`src/rtl/msgvec_pkg.sv`:
```
package msgvec_pkg;
  localparam int GRP_W = 2;

  typedef enum logic [GRP_W-1:0] {
    GRP_PEND_SET = 2'd0,
    GRP_PEND_CLR = 2'd1,
    GRP_MASK_SET = 2'd2,
    GRP_MASK_CLR = 2'd3
  } grp_e;
endpackage

```
`src/rtl/msgvec_bank.sv`:
```
module msgvec_bank
  import msgvec_pkg::*;
#(
  parameter int BW = 32
) (
  input  logic          clk,
  input  logic          rst,
  input  logic          wr_en,
  input  grp_e          wr_grp,
  input  logic [BW-1:0] wr_data,
  input  logic [BW-1:0] ack_bits,
  output logic [BW-1:0] pend_q,
  output logic [BW-1:0] mask_q
);
  logic [BW-1:0] pset, pclr, mset, mclr;
  logic [BW-1:0] pend_d, mask_d;

  always_comb begin
    pset = '0;
    pclr = '0;
    mset = '0;
    mclr = '0;
    if (wr_en) begin
      unique case (wr_grp)
        GRP_PEND_SET: pset = wr_data;
        GRP_PEND_CLR: pclr = wr_data;
        GRP_MASK_SET: mset = wr_data;
        GRP_MASK_CLR: mclr = wr_data;
        default: ;
      endcase
    end
  end

  // Auto-update from the handshake first, software write on top of it.
  always_comb begin
    pend_d = ((pend_q & ~ack_bits) & ~pclr) | pset;
    mask_d = ((mask_q | ack_bits) | mset) & ~mclr;
  end

  always_ff @(posedge clk) begin
    if (rst) begin
      pend_q <= '0;
      mask_q <= '1;
    end else begin
      pend_q <= pend_d;
      mask_q <= mask_d;
    end
  end

  // accepted vector leaves pending unless a set write lands with it
  a_r10_ack_clears_pend: assert property (@(posedge clk) disable iff (rst)
    (ack_bits != '0) |=> ((pend_q & $past(ack_bits & ~pset)) == '0));

  // accepted vector becomes masked unless a mask-clear write lands with it
  a_r10_ack_sets_mask: assert property (@(posedge clk) disable iff (rst)
    (ack_bits != '0) |=> ((mask_q & $past(ack_bits & ~mclr)) == $past(ack_bits & ~mclr)));

  // set bits always end up pending
  a_r3_set_lands: assert property (@(posedge clk) disable iff (rst)
    (pset != '0) |=> ((pend_q & $past(pset)) == $past(pset)));
endmodule

```
`src/rtl/msgvec_pick.sv`:
```
module msgvec_pick #(
  parameter int NV = 64,
  parameter int IW = 6
) (
  input  logic [NV-1:0] elig,
  output logic          found,
  output logic [IW-1:0] idx
);
  // Scan downward so the lowest set bit is written last and wins.
  always_comb begin
    found = 1'b0;
    idx   = '0;
    for (int i = NV - 1; i >= 0; i--) begin
      if (elig[i]) begin
        found = 1'b1;
        idx   = IW'(i);
      end
    end
  end
endmodule

```
`src/rtl/msgvec_issue.sv`:
```
module msgvec_issue #(
  parameter int IW = 6
) (
  input  logic          clk,
  input  logic          rst,
  input  logic          found,
  input  logic [IW-1:0] idx,
  input  logic          ready,
  output logic          valid,
  output logic [IW-1:0] vector,
  output logic          fire
);
  assign fire = valid & ready;

  always_ff @(posedge clk) begin
    if (rst) begin
      valid  <= 1'b0;
      vector <= '0;
    end else if (fire) begin
      valid <= 1'b0;
    end else if (!valid && found) begin
      valid  <= 1'b1;
      vector <= idx;
    end
  end

  // offer held stable under back-pressure
  a_r9_hold_offer: assert property (@(posedge clk) disable iff (rst)
    (valid && !ready) |=> (valid && $stable(vector)));

  // one idle cycle after every accepted message
  a_r11_bubble: assert property (@(posedge clk) disable iff (rst)
    fire |=> !valid);
endmodule

```
`src/rtl/msgvec_ctrl.sv`:
```
module msgvec_ctrl
  import msgvec_pkg::*;
#(
  parameter int NUM_VEC = 64,
  parameter int BANK_W  = 32,
  localparam int NUM_BANKS = NUM_VEC / BANK_W,
  localparam int BSEL_W    = (NUM_BANKS > 1) ? $clog2(NUM_BANKS) : 1,
  localparam int ADDR_W    = BSEL_W + GRP_W,
  localparam int IDX_W     = (NUM_VEC > 1) ? $clog2(NUM_VEC) : 1
) (
  input  logic              clk,
  input  logic              rst,
  input  logic              cfg_we,
  input  logic              cfg_re,
  input  logic [ADDR_W-1:0] cfg_addr,
  input  logic [BANK_W-1:0] cfg_wdata,
  output logic [BANK_W-1:0] cfg_rdata,
  output logic              msg_valid,
  input  logic              msg_ready,
  output logic [IDX_W-1:0]  msg_vector
);
  logic [BSEL_W-1:0]  bank_sel;
  grp_e               grp;
  logic [NUM_VEC-1:0] pend_all, mask_all, elig, ack_vec;
  logic               found, fire;
  logic [IDX_W-1:0]   pick_idx;
  logic [BANK_W-1:0]  rd_word;

  assign bank_sel = cfg_addr[ADDR_W-1:GRP_W];
  assign grp      = grp_e'(cfg_addr[GRP_W-1:0]);
  assign ack_vec  = fire ? (NUM_VEC'(1) << msg_vector) : '0;
  assign elig     = pend_all & ~mask_all;

  for (genvar b = 0; b < NUM_BANKS; b++) begin : g_bank
    msgvec_bank #(.BW(BANK_W)) u_bank (
      .clk     (clk),
      .rst     (rst),
      .wr_en   (cfg_we && (bank_sel == BSEL_W'(b))),
      .wr_grp  (grp),
      .wr_data (cfg_wdata),
      .ack_bits(ack_vec[b*BANK_W +: BANK_W]),
      .pend_q  (pend_all[b*BANK_W +: BANK_W]),
      .mask_q  (mask_all[b*BANK_W +: BANK_W])
    );
  end

  msgvec_pick #(.NV(NUM_VEC), .IW(IDX_W)) u_pick (
    .elig (elig),
    .found(found),
    .idx  (pick_idx)
  );

  msgvec_issue #(.IW(IDX_W)) u_issue (
    .clk   (clk),
    .rst   (rst),
    .found (found),
    .idx   (pick_idx),
    .ready (msg_ready),
    .valid (msg_valid),
    .vector(msg_vector),
    .fire  (fire)
  );

  // Read mux: groups with the high bit set return the mask.
  always_comb begin
    rd_word = '0;
    for (int b = 0; b < NUM_BANKS; b++) begin
      if (bank_sel == BSEL_W'(b)) begin
        rd_word = grp[1] ? mask_all[b*BANK_W +: BANK_W] : pend_all[b*BANK_W +: BANK_W];
      end
    end
  end

  always_ff @(posedge clk) begin
    if (rst) cfg_rdata <= '0;
    else if (cfg_re) cfg_rdata <= rd_word;
  end

  // the picked vector is pending and unmasked
  a_r5_pick_unmasked: assert property (@(posedge clk) disable iff (rst)
    found |-> (pend_all[pick_idx] && !mask_all[pick_idx]));

  // nothing eligible below the picked index
  a_r8_lowest_first: assert property (@(posedge clk) disable iff (rst)
    found |-> ((elig & ((NUM_VEC'(1) << pick_idx) - NUM_VEC'(1))) == '0));

  // an idle output takes the pick on the next edge
  a_r6_offer_follows: assert property (@(posedge clk) disable iff (rst)
    (!msg_valid && found) |=> (msg_valid && (msg_vector == $past(pick_idx))));

  // no offer in the first cycle after reset
  a_r1_quiet_after_reset: assert property (@(posedge clk)
    $past(rst) |-> !msg_valid);
endmodule

```
`config.mk`:
```
export PLATFORM = sky130hd
export DESIGN_NAME = msgvec_ctrl
export DESIGN_NICKNAME = d
export VERILOG_FILES = /design/src/rtl/msgvec_pkg.sv /design/src/rtl/msgvec_bank.sv /design/src/rtl/msgvec_pick.sv /design/src/rtl/msgvec_issue.sv /design/src/rtl/msgvec_ctrl.sv
export SDC_FILE = /design/constraint.sdc
export NUM_CORES = 1
export LEC_CHECK = 0
export BUFFER_PORTS_ARGS = -buffer_cell sky130_fd_sc_hd__buf_2
export CORE_ASPECT_RATIO = 0.8
export CORE_MARGIN = 2
export CORE_UTILIZATION = 40
export CTS_BUF_LIST = sky130_fd_sc_hd__clkbuf_4 sky130_fd_sc_hd__clkbuf_8 sky130_fd_sc_hd__clkbuf_16
export DETAILED_ROUTE_END_ITERATION = 6
export PLACE_DENSITY_LB_ADDON = 0.1
export SYNTH_ARGS = -nofsm -noshare
export SYNTH_HDL_FRONTEND = slang
export SYNTH_HIERARCHICAL = 1
export SYNTH_SLANG_ARGS = --single-unit
```
`constraint.sdc`:
```
create_clock -name clk -period 5.15 [get_ports clk]
set_clock_uncertainty 0.15 [all_clocks]
set_input_delay 0.515 -clock clk [delete_from_list [all_inputs] [get_ports clk]]
set_output_delay 0.515 -clock clk [all_outputs]
set_load 0.01 [all_outputs]
```
==> out/qor.txt, run 1 <==
Fin Setup TNS = 0 ns
Peak supply drop = 0.244 mV
Post-synth top area cell = dfxtp_1
Row count = 51
Iteration-0 DRC Markers = 645
Period minus WS final = 2.54 ns
Die X = 180 um
Clk root buf = clkbuf_16
Max incr delay on CP = 0.40 ns
Worst-path clk slew = 0.07 ns
Synthesized area per cell = 9.22 um^2
Final Hold Fails = 0
Max cap viols = 0
Nets@finish = 1144
RSZ-0062 raised after global routing = false
Die area = 26200 um^2
Worst setup EP type = register
Syn nets = 1120
Max Freq = 393 MHz
Share of layout cells above drive strength 1 = 0.212
Top-count cell post-synth = dfxtp_1
Critical path data required time = 5.37 ns
Worst-path fanout max = 3
Synth warnings = 6
Fin. max-slew vios = 0
Area Overhead vs Synth = 9.62%
Critical-path cell list = nor2b_1 > nor2_1 > o311ai_1 > a311oi_1 > o311ai_1 > a41oi_1 > a21oi_1 > nand4bb_1 > o21ai_1
Clock latency at the later pin of the worst-skew pair = 0.44 ns
Die H = 145 um
Clk buf depth = 2
Via count = 8451
Fill count = 2450
Setup CP Type = reg -> reg
CTS Hold Bufs = 0
GR Util All Layers = 0.248
Slew headroom = 0.220
Antenna Violating Nets Remaining = 0
Setup Buffers After CTS = 0
Worst-margin pin slew = 1.17 ns
Nature of the critical path startpoint = register
GPL Wtd Cong = 0.816
Fin crit share = 0.494
Area of the multi-input gates = 6050 um^2
Cell Area, Synth = 9960 um^2
Max stage delay cell, worst path = o311ai_1
Buffers on Ports = 78
Vias in the first global route = 8235
Post-Route WL = 32300 um
Run status = finished clean
Endpoint arrival time on the critical path = 2.76 ns
Share of the synthesized area in the top cell type = 0.336
WL per Instance = 22.6 um
Placed cell areas = 10300 um^2
Core area = 24400 um^2
Dpl hpwl = 20100 um
Static Leak = 4.27 nW
Antenna violations before repair = 1
Register area share after synthesis = 0.336
I/O Pins = 79
EDFF count, synth = 0
Pin count of the biggest net entering global routing = 95
Post-synth ARST share = 0
Post-synth top flop = dfxtp_1
CTS resizes = 0
Global-route wire length before repair = 50300 um
Number of buffers created by CTS = 17
Antenna cells = 0
Synth Register Bits = 167
Top post-synthesis cells by area = dfxtp_1 34%, mux2i_1 13%, mux2_2 6.1%
Clk sinks = 167
HP Class = in -> reg
Power per cell area = 277 nW/um^2
Cell family with most CP delay = compound AO/OA/AOI/OAI gates
CTS tree = done
Commonest cells in the netlist = 167 x dfxtp_1, 128 x mux2i_1, 95 x nor2_1, 75 x nor3_1, 68 x nor2b_1
First-pass DRT Iterations = 5
Most used cell along the critical path = o311ai_1
Register area = 3340 um^2
Initial Util = 0.409
Grt total ovfl = 0
Post-route cell area = 10900 um^2
Netlist cell types = 59
Vias per std cell = 5.90
Buf/Inv on CP = 0
H-Tree Depth = 4
Remaining DRCs = 0
Setup-failing EPs final = 0
Syn Inst Count = 1080
## final cells by class
class,instances,share of cell area
multi-input combinational,818,0.554
inverter,12,0.00413
tap,318,0.0364
sequential,167,0.306
timing repair buffer,88,0.0433
clock buffer,18,0.0396
clock inverter,12,0.0165
## placed cells by master, fill, tap and decap left out, drive strengths merged, types with 3 or more instances in the layout
| cell | count |
|---|---|
| o21ai | 18 |
| nand2 | 8 |
| buf | 88 |
| nand4 | 3 |
| clkinv | 3 |
| nand3 | 69 |
| or4 | 5 |
| nor3 | 75 |
| clkinvlp | 5 |
| or4b | 4 |
| or3b | 34 |
| inv | 12 |
| a21oi | 13 |
| clkbuf | 18 |
| mux2i | 128 |
| dfxtp | 167 |
| nor2b | 69 |
| nand4bb | 12 |
| nor2 | 96 |
| nand4b | 4 |
| o221ai | 33 |
| mux2 | 64 |
| and2b | 3 |
| nand3b | 67 |
| nor4 | 15 |
| nand2b | 7 |
| bufinv | 4 |
| nor3b | 64 |
## logic make-up after synthesis
logic type / Yosys count / share of synthesized area
mux: 192 / 0.205
simple gates: 541 / 0.338
compound gates: 85 / 0.0621
flops: 167 / 0.336
buf+inv: 95 / 0.0598
## per-layer routing
| layer | routed length, um | track usage | share of wire |
|---|---|---|---|
| met4 | 213 | 0.0444 | 0.0066 |
| met3 | 1900 | 0.0479 | 0.059 |
| met2 | 13800 | 0.364 | 0.43 |
| met5 | 10 | 0 | 0.00031 |
| met1 | 16400 | 0.375 | 0.51 |
## registers in the layout, indices dropped and copies added, names as in the netlist
name,cells
cfg_rdata,32
g_bank.u_bank/mask_q,64
g_bank.u_bank/pend_q,64
u_issue/valid,1
u_issue/vector,6
## stage by stage
step                total power [mW]  instances  utilization  hold slack, ns  worst slack [ns]
global placement                1.68       1403        0.423           0.361              2.40
CTS                             3.05       1433        0.448           0.232              2.67
floorplan                       1.59       1080            -           0.362              2.99
global route                    3.14       1433        0.448           0.234              2.44
finish                          3.03       1433        0.448           0.249              2.61
detailed placement              1.68       1403        0.423           0.362              2.35
## power breakdown
group          total [mW]  internal, mW  switching [mW]
combinational       0.296         0.114           0.182
clock                1.37         0.812           0.559
sequential           1.36          1.33          0.0305
total                3.03          2.26           0.771
## worst reg2reg max path, stage by stage (launching register included)
cell and delay [ns]:
dfxtp_1 0.34, nor2b_1 0.30, nor2_1 0.08, o311ai_1 0.40, a311oi_1 0.19, o311ai_1 0.35, a41oi_1 0.17, a21oi_1 0.26
nand4bb_1 0.16, o21ai_1 0.09
## final timing paths
path	start	to	slack [ns]	cells past startpoint
worst max register to register	g_bank[1].u_bank/pend_q[30]	u_issue/vector[1]	2.61	9
worst max-delay path	g_bank[1].u_bank/pend_q[30]	u_issue/vector[1]	2.61	9
worst min register to register	u_issue/vector[1]	u_issue/vector[1]	0.37	2
worst min-delay path	cfg_wdata[5]	g_bank[1].u_bank/mask_q[5]	0.25	3
Note: power is estimated with default switching activity, not from simulation.
==> inputs of run 2 (changes only) <==
==> constraint.sdc (replaced) <==
create_clock -name clk -period 2.3 [get_ports clk]
set_clock_uncertainty 0.15 [all_clocks]
set_input_delay 0.23 -clock clk [delete_from_list [all_inputs] [get_ports clk]]
set_output_delay 0.23 -clock clk [all_outputs]
set_load 0.01 [all_outputs]
==> out/qor.txt, run 2 (synthesis results as in run 1) <==
Global-route wire length before repair = 49700 um (-1.1%)
Fin crit share = 0.950 (+0.456)
Max Freq = 458 MHz (+16%)
Static Leak = 4.67 nW (+9.4%)
FF-to-FF End = u_issue/valid
Critical path data required time = 2.48 ns (-2.89 ns)
Clk sinks = 167 (unchanged)
Fin Setup TNS = 0 ns (unchanged)
Antenna cells = 0 (unchanged)
HP Class = in -> reg
Worst-path fanout max = 7 (+4)
Worst setup margin = 0.115 ns (-2.49 ns)
Core area = 24400 um^2 (unchanged)
Vias in the first global route = 8246 (+0.13%)
RR Startpoint = g_bank[1].u_bank/pend_q[27]
Commonest non-fill, non-tap cells in the layout = 166 x dfxtp_1, 128 x mux2i_1, 93 x nor2_1, 75 x buf_2, 74 x nor3_1
Period minus WS final = 2.19 ns (-0.359 ns)
Hold path start = msg_ready
Met3 WL = 1430 um (-25%)
Hold Path Depth = 3 (unchanged)
H-Tree Depth = 4 (unchanged)
Via count = 8630 (+2.1%)
Clk buf depth = 2 (unchanged)
Run status = finished clean
Final Hold Fails = 0 (unchanged)
Remaining DRCs = 0 (unchanged)
Vias per std cell = 5.73 (-2.8%)
Worst-path clk slew = 0.07 ns (about the same)
Slew headroom = 0.639 (+0.419)
Power per cell area = 584 nW/um^2 (+110%)
Clock latency at the later pin of the worst-skew pair = 0.43 ns (about the same)
RSZ-0062 raised after global routing = false
Row count = 51 (unchanged)
Largest registers = g_bank.u_bank/mask_q: 64 flops, g_bank.u_bank/pend_q: 64 flops, cfg_rdata: 32 flops
Iteration-0 DRC Markers = 574 (-11%)
Hold Path Sink = u_issue/valid
Antenna Violating Nets Remaining = 0 (unchanged)
Clk root buf = clkbuf_16
Worst R2R Path Depth = 8 (-1)
Dpl hpwl = 21200 um (+5.6%)
Grt total ovfl = 0 (unchanged)
Number of buffers created by CTS = 17 (unchanged)
Pin count of the biggest net entering global routing = 65 (-32%)
Dpl ws = 0.0737 ns (-2.28 ns)
CTS tree = done
Die area = 26200 um^2 (unchanged)
First-pass DRT Iterations = 5 (unchanged)
Worst-margin pin slew = 0.540 ns (-0.627 ns)
Max cap viols = 0 (unchanged)
Initial Util = 0.409 (unchanged)
Hold WS = 0.0889 ns (-0.160 ns)
Setup slack, reg-to-reg = 0.11 ns (-2.49 ns)
I/O Pins = 79 (unchanged)
Metal-1 WL = 16200 um (-1.5%)
WL per Instance = 21.0 um (-6.9%)
Buffers on Ports = 78 (unchanged)
Antenna violations before repair = 0 (-1)
Die X = 180 um (unchanged)
Worst setup EP type = register
Fin. max-slew vios = 0 (unchanged)
Nets@finish = 1216 (+6.3%)
Area Overhead vs Synth = 18.1%
Die H = 145 um (unchanged)
Share of layout cells above drive strength 1 = 0.245 (+0.0335)
Endpoint arrival time on the critical path = 2.36 ns (-0.40 ns)
Nature of the critical path startpoint = register
GPL Wtd Cong = 0.913 (+12%)
Post-Route WL = 31600 um (-2.2%)
Uppermost routed layer = met4
WL met2 = 13600 um (-1.2%)
Peak supply drop = 0.470 mV (+92%)
Most common cell after layout, fill and taps aside = dfxtp_1
Setup-failing EPs final = 0 (unchanged)
GR Util All Layers = 0.241 (-0.00689)
Setup CP Type = reg -> reg
run 2: cell count changes in the layout (fill, tap and decap cells not counted), moves of 3 or more:
cell / before / now
buf_12: 0 / 13
buf_4: 13 / 40
nor2b_2: 0 / 6
inv_6: 0 / 3
dlygate4sd3_1: 0 / 32
nor2b_1: 67 / 60
run 2: cell type report:
type | count | area [um^2]
fill | 2346 | 12600
multi-input combinational | 818 | 6110
sequential | 167 | 3340
timing repair buffer | 160 | 1260
clock buffer | 20 | 460
tap | 318 | 398
clock inverter | 10 | 144
inverter | 12 | 45.0
run 2: per-stage QoR:
stage	instance area, um^2	total power [mW]	utilization	cells
after floorplan	9960	3.56	-	1080
after global placement	10800	3.83	0.441	1442
after detailed placement	10800	3.83	0.441	1442
after CTS	11700	6.92	0.479	1504
after global routing	11800	7.10	0.482	1505
final	11800	6.87	0.482	1505
run 2: repair_timing:
action	4_1_cts	5_1_grt
gates resized for setup	0	17
hold endpoints to repair	63	0
hold buffers	32	0
setup buffers	0	1
setup endpoints to repair	0	6
run 2: worst max path at each step:
stage | start | endpoint | slack (ns) | cells after the start
finish | g_bank[1].u_bank/pend_q[27] | u_issue/valid | 0.11 | 8
global route | g_bank[1].u_bank/pend_q[27] | u_issue/vector[2] | 0.005 | 9
CTS | g_bank[0].u_bank/pend_q[31] | u_issue/valid | 0.06 | 7
detailed placement | g_bank[0].u_bank/pend_q[31] | u_issue/valid | 0.07 | 7
global placement | g_bank[0].u_bank/pend_q[31] | u_issue/valid | 0.09 | 7
floorplan | u_issue/valid | g_bank[0].u_bank/pend_q[29] | 0.14 | 7
run 2: where the power goes:
part	switching [mW]	internal, mW
sequential	0.0555	2.98
combinational	0.429	0.345
clock	1.28	1.78
total	1.77	5.10
run 2: worst max-delay path, stage by stage, from the launching register on:
cell and delay [ns]:
dfxtp_1 0.32, nor2b_2 0.18, or4_4 0.53, nor2b_1 0.17
nand3_1 0.12, nor2_1 0.15, nand2_1 0.12, nor2b_4 0.17
o21ba_1 0.17
run 2: per-layer routing:
layer | vias up | GRT usage
li1 | 4158 | -
met1 | 4216 | 0.360
met2 | 228 | 0.364
met3 | 28 | 0.0289
met4 | 0 | 0.0621
met5 | - | 0
